File: config.mk
export PLATFORM = sky130hd
export DESIGN_NAME = gpio_port_ctrl
export DESIGN_NICKNAME = d
export VERILOG_FILES = /design/src/rtl/gpio_pkg.sv /design/src/rtl/gpio_regfile.sv /design/src/rtl/gpio_pad_ctrl.sv /design/src/rtl/gpio_in_sample.sv /design/src/rtl/gpio_port_ctrl.sv
export SDC_FILE = /design/constraint.sdc
export NUM_CORES = 1
export LEC_CHECK = 0
export BUFFER_PORTS_ARGS = -buffer_cell sky130_fd_sc_hd__buf_2
export CAP_MARGIN = 20
export CORE_MARGIN = 2
export CORE_UTILIZATION = 32
export CTS_CLUSTER_SIZE = 8
export DETAILED_ROUTE_END_ITERATION = 8
export HOLD_SLACK_MARGIN = 0.15
export SLEW_MARGIN = 20
export SYNTH_ARGS = -nofsm -noshare
export SYNTH_HDL_FRONTEND = slang
export SYNTH_HIERARCHICAL = 1
export SYNTH_SLANG_ARGS = --single-unit
File: constraint.sdc
create_clock -name clk -period 2.77 [get_ports clk]
set_clock_uncertainty 0.15 [all_clocks]
set_input_delay 0.554 -clock clk [delete_from_list [all_inputs] [get_ports clk]]
set_output_delay 0.554 -clock clk [all_outputs]
set_load 0.01 [all_outputs]
File: src/rtl/gpio_pkg.sv
package gpio_pkg;

    localparam int GPIO_W = 16;
    localparam int ADDR_W = 3;

    typedef enum logic [ADDR_W-1:0] {
        REG_DIR = 3'd0,
        REG_PIN = 3'd1,
        REG_LAT = 3'd2,
        REG_ODC = 3'd3,
        REG_ANA = 3'd4
    } reg_sel_e;

    typedef enum logic [1:0] {
        OP_WRITE = 2'd0,
        OP_SET   = 2'd1,
        OP_CLR   = 2'd2,
        OP_NONE  = 2'd3
    } bus_op_e;

    typedef struct packed {
        logic [GPIO_W-1:0] dir;   // 1 = input
        logic [GPIO_W-1:0] lat;   // output latch
        logic [GPIO_W-1:0] odc;   // 1 = open-drain
        logic [GPIO_W-1:0] ana;   // 0 = analog
    } port_cfg_t;

    function automatic logic [GPIO_W-1:0] apply_op(
        input logic [GPIO_W-1:0] base,
        input logic [GPIO_W-1:0] data,
        input bus_op_e           op
    );
        case (op)
            OP_WRITE: apply_op = data;
            OP_SET:   apply_op = base | data;
            OP_CLR:   apply_op = base & ~data;
            default:  apply_op = base;
        endcase
    endfunction

endpackage

File: src/rtl/gpio_regfile.sv
module gpio_regfile
    import gpio_pkg::*;
(
    input  logic              clk,
    input  logic              rst,
    input  logic              wr_en,
    input  logic [ADDR_W-1:0] addr,
    input  logic [1:0]        op,
    input  logic [GPIO_W-1:0] wdata,
    input  logic [GPIO_W-1:0] pin_view,
    output port_cfg_t         cfg
);

    bus_op_e op_e;
    assign op_e = bus_op_e'(op);

    always_ff @(posedge clk) begin
        if (rst) begin
            cfg.dir <= '1;
            cfg.lat <= '0;
            cfg.odc <= '0;
            cfg.ana <= '0;
        end else if (wr_en) begin
            case (reg_sel_e'(addr))
                REG_DIR: cfg.dir <= apply_op(cfg.dir, wdata, op_e);
                REG_PIN: cfg.lat <= apply_op(pin_view, wdata, op_e);
                REG_LAT: cfg.lat <= apply_op(cfg.lat, wdata, op_e);
                REG_ODC: cfg.odc <= apply_op(cfg.odc, wdata, op_e);
                REG_ANA: cfg.ana <= apply_op(cfg.ana, wdata, op_e);
                default: ;
            endcase
        end
    end

    AST_PIN_WRITE_LOADS_LATCH: assert property (@(posedge clk) disable iff (rst)
        (wr_en && addr == REG_PIN && op == OP_WRITE) |=> cfg.lat == $past(wdata));

    AST_LAT_SET_KEEPS: assert property (@(posedge clk) disable iff (rst)
        (wr_en && addr == REG_LAT && op == OP_SET)
        |=> cfg.lat == ($past(cfg.lat) | $past(wdata)));

    AST_LAT_CLR_KEEPS: assert property (@(posedge clk) disable iff (rst)
        (wr_en && addr == REG_LAT && op == OP_CLR)
        |=> cfg.lat == ($past(cfg.lat) & ~$past(wdata)));

endmodule

File: src/rtl/gpio_pad_ctrl.sv
module gpio_pad_ctrl
    import gpio_pkg::*;
#(
    parameter logic [GPIO_W-1:0] ANA_PINS = 16'h00FF
) (
    input  port_cfg_t         cfg,
    output logic [GPIO_W-1:0] pad_oe,
    output logic [GPIO_W-1:0] pad_out,
    output logic [GPIO_W-1:0] pad_ana
);

    for (genvar i = 0; i < GPIO_W; i++) begin : g_pin
        always_comb begin
            if (cfg.dir[i]) begin
                pad_oe[i]  = 1'b0;
                pad_out[i] = 1'b0;
            end else if (cfg.odc[i]) begin
                pad_oe[i]  = ~cfg.lat[i];
                pad_out[i] = 1'b0;
            end else begin
                pad_oe[i]  = 1'b1;
                pad_out[i] = cfg.lat[i];
            end
        end
        assign pad_ana[i] = ANA_PINS[i] & ~cfg.ana[i];
    end

endmodule

File: src/rtl/gpio_in_sample.sv
module gpio_in_sample
    import gpio_pkg::*;
#(
    parameter logic [GPIO_W-1:0] ANA_PINS = 16'h00FF
) (
    input  logic              clk,
    input  logic              rst,
    input  logic [GPIO_W-1:0] pad_in,
    input  logic [GPIO_W-1:0] ana_sel,
    output logic [GPIO_W-1:0] pin_view
);

    logic [GPIO_W-1:0] pin_q;
    logic [GPIO_W-1:0] dig_mask;

    always_ff @(posedge clk) begin
        if (rst) pin_q <= '0;
        else     pin_q <= pad_in;
    end

    assign dig_mask = ana_sel | ~ANA_PINS;
    assign pin_view = pin_q & dig_mask;

endmodule

File: src/rtl/gpio_port_ctrl.sv
module gpio_port_ctrl
    import gpio_pkg::*;
#(
    parameter logic [GPIO_W-1:0] ANA_PINS = 16'h00FF
) (
    input  logic              clk,
    input  logic              rst,
    input  logic              bus_wr,
    input  logic [1:0]        bus_op,
    input  logic [ADDR_W-1:0] bus_addr,
    input  logic [GPIO_W-1:0] bus_wdata,
    output logic [GPIO_W-1:0] bus_rdata,
    input  logic [GPIO_W-1:0] pad_in,
    output logic [GPIO_W-1:0] pad_oe,
    output logic [GPIO_W-1:0] pad_out,
    output logic [GPIO_W-1:0] pad_ana
);

    port_cfg_t         cfg;
    logic [GPIO_W-1:0] pin_view;

    gpio_regfile u_regs (
        .clk      (clk),
        .rst      (rst),
        .wr_en    (bus_wr),
        .addr     (bus_addr),
        .op       (bus_op),
        .wdata    (bus_wdata),
        .pin_view (pin_view),
        .cfg      (cfg)
    );

    gpio_pad_ctrl #(.ANA_PINS(ANA_PINS)) u_pads (
        .cfg     (cfg),
        .pad_oe  (pad_oe),
        .pad_out (pad_out),
        .pad_ana (pad_ana)
    );

    gpio_in_sample #(.ANA_PINS(ANA_PINS)) u_sample (
        .clk      (clk),
        .rst      (rst),
        .pad_in   (pad_in),
        .ana_sel  (cfg.ana),
        .pin_view (pin_view)
    );

    always_comb begin
        case (reg_sel_e'(bus_addr))
            REG_DIR: bus_rdata = cfg.dir;
            REG_PIN: bus_rdata = pin_view;
            REG_LAT: bus_rdata = cfg.lat;
            REG_ODC: bus_rdata = cfg.odc;
            REG_ANA: bus_rdata = cfg.ana | ~ANA_PINS;
            default: bus_rdata = '0;
        endcase
    end

    AST_INPUT_NOT_DRIVEN: assert property (@(posedge clk) disable iff (rst)
        (pad_oe & cfg.dir) == '0);

    AST_OPEN_DRAIN_NO_HIGH: assert property (@(posedge clk) disable iff (rst)
        (pad_oe & pad_out & cfg.odc) == '0);

    AST_ANALOG_READS_ZERO: assert property (@(posedge clk) disable iff (rst)
        (bus_addr == REG_PIN) |-> (bus_rdata & pad_ana) == '0);

    AST_UNDEF_READS_ZERO: assert property (@(posedge clk) disable iff (rst)
        (bus_addr > REG_ANA) |-> bus_rdata == '0);

endmodule

==> metrics.cfg <==
[critical_path]
cp.arrival_ns = 1.87
cp-end-kind = output port
timing.rr.end = u_regs/cfg[47]$_SDFFE_PP0P_
cp-start-kind = primary input
worst-endpoint-required_ns = 2.07
crit_path_max_incr_delay_ns = 0.41
r2r-start = u_regs/cfg[47]$_SDFFE_PP0P_
path_cells = buf_2 -> nand2b_1 -> buf_4 -> nor2_1 -> a221o_1 -> buf_2
slowest_stage = buf_2
worstPathMaxFanout = 20
cpMostUsedCell = buf_2
timing.setup.critical_path_class = primary input to output port
worstRegToRegCells = 3
crit_family = buffers and inverters
reg2reg_slack_ns = 1.50
critical_path_buf_inv_count = 3

[power]
peakVddDrop_v = 0.000276
p_per_area_nw_per_um2 = 479
leakage_nw = 2.38

[routing]
drc = 0
drt-initial-drc-count = 357
drt.antenna.violating_nets = 0
vias = 4593
wl_mm = 15.1
wl_per_cell_um = 17.9
viasPerCell = 5.44
drt_first_pass_iters = 5

[floorplan]
io_pins = 104
dieArea_um2 = 16000
core-area_um2 = 14600
start_util = 0.330
dieHeight_um = 127
placementRows = 44
die_w_um = 127

[cts]
tritoncts = built
cts-root-buf = clkbuf_16
cts-hold-fix-buffers = 0
clk_pin_slew_ns = 0.06
post-cts-setup-buffer-count = 0
insertion_delay_ns = 0.34
cts_buffers = 9
ctsResizeCount = 0
clock_path_buffers = 2
htree_num_levels = 3
cts.sinks = 72

[place]
place_congestion = 0.826
port_buffers = 95
dpl.cell_count = 829
dpl.hpwl_mm = 10.6
dp_worst_setup_slack_ns = 0.214

[sta]
drv_slew = 0
period_share = 0.928
rsz0062_at_grt = no
fin_tns_setup_ns = 0
fin_ws_ns = 0.199
fmax_mhz = 389
setup_violations = 0
min_period_ns = 2.57
tightest_slew_ns = 0.866
maxSlewHeadroom = 0.421
timing.final.hold_violations = 0

[run_status]
status = finished, final reports clean

[global_route]
grt_use_total = 0.187
grt_pass1_vias = 4485
antenna_found_initial = 0
grt_max_degree = 35
grt_pass1_wl_mm = 23.7
grt_overflow_total = 0

[synthesis]
ys_warn_count = 6
synth_area_um2 = 4810
synthCells = 574
syn_avg_cell_area_um2 = 8.38

[hold_path]
worstHoldPathCells = 2
hold_class = primary input to flop
whs_endpoint = u_sample/pin_q[5]$_SDFF_PP0_
hp-start = pad_in[5]

[layout]
drive_above_1_share = 0.330
nets = 700
syn2layout_area_growth_pct = 18.3
diodes = 0
stdcell_count = 844

[flow_run]
maxCapViolCount = 0

==> sequential cells by signal, indices dropped and copies added, names as in the netlist <==
signal,cells
u_sample/pin_q,16
u_regs/cfg,56
==> metal layers <==
metal,track usage,routed length [um],up-vias
met5,0,0,-
met4,0.0427,131,0
met3,0.0523,1020,12
met2,0.305,7120,168
met1,0.245,6790,2183
li1,-,-,2230
==> cell usage in the layout, fill, tap and decap left out, types with 7 or more instances in the layout <==
| master | count |
|---|---|
| a21oi_1 | 103 |
| buf_2 | 95 |
| dfxtp_1 | 72 |
| nand2_1 | 39 |
| buf_4 | 36 |
| nand2b_1 | 28 |
| a211oi_1 | 28 |
| nor2_1 | 20 |
| a211oi_2 | 18 |
| mux2i_1 | 16 |
| nor3b_2 | 16 |
| o21bai_1 | 16 |
| a21o_1 | 15 |
| or2_2 | 12 |
| and2_1 | 11 |
| nand3_1 | 11 |
| a31oi_1 | 11 |
| inv_1 | 10 |
| o22ai_1 | 9 |
| clkbuf_16 | 9 |
| o2bb2ai_1 | 8 |
| mux2_2 | 8 |
| conb_1 | 8 |
| nor2b_2 | 8 |
| a221o_1 | 7 |
==> report_power, final <==
part	internal [W]	total (W)	switching (W)
logic	0.000218	0.000527	0.000310
clock network	0.000647	0.00109	0.000444
registers	0.00107	0.00111	0.0000361
total	0.00194	0.00273	0.000790
==> per-stage QoR <==
stage	util	power [W]	area, um2	hold slack (ns)
floorplan	-	0.00149	4840	0.361
global placement	0.371	0.00164	5420	0.379
detailed placement	0.371	0.00165	5420	0.395
CTS	0.390	0.00275	5690	0.262
global route	0.390	0.00285	5690	0.266
finish	0.390	0.00273	5690	0.271
==> worst register-to-register path: stages (launching register included) <==
cell and delay, ns:
dfxtp_1 0.41, nor2_1 0.06, or3_1 0.32, a311oi_2 0.24
==> worst max-delay path by stage <==
stage | from | endpoint | depth (start not counted)
final | bus_addr[2] | bus_rdata[0] | 6
after global routing | bus_addr[2] | bus_rdata[1] | 6
after CTS | bus_addr[2] | bus_rdata[6] | 6
after detailed placement | bus_addr[2] | bus_rdata[6] | 6
after global placement | bus_addr[2] | bus_rdata[6] | 6
after floorplan | bus_op[0] | u_regs/cfg[43]$_SDFFE_PP0P_ | 8
==> final cells by class <==
type / count / area, um2
Clock buffer: 12 / 256
Clock inverter: 3 / 17.5
Fill cell: 1495 / 8900
Inverter: 11 / 41.3
Multi-Input combinational cell: 430 / 2940
Sequential cell: 72 / 1440
Tap cell: 184 / 230
Timing Repair Buffer: 132 / 766
No activity file was read; power rests on OpenSTA's default activity.
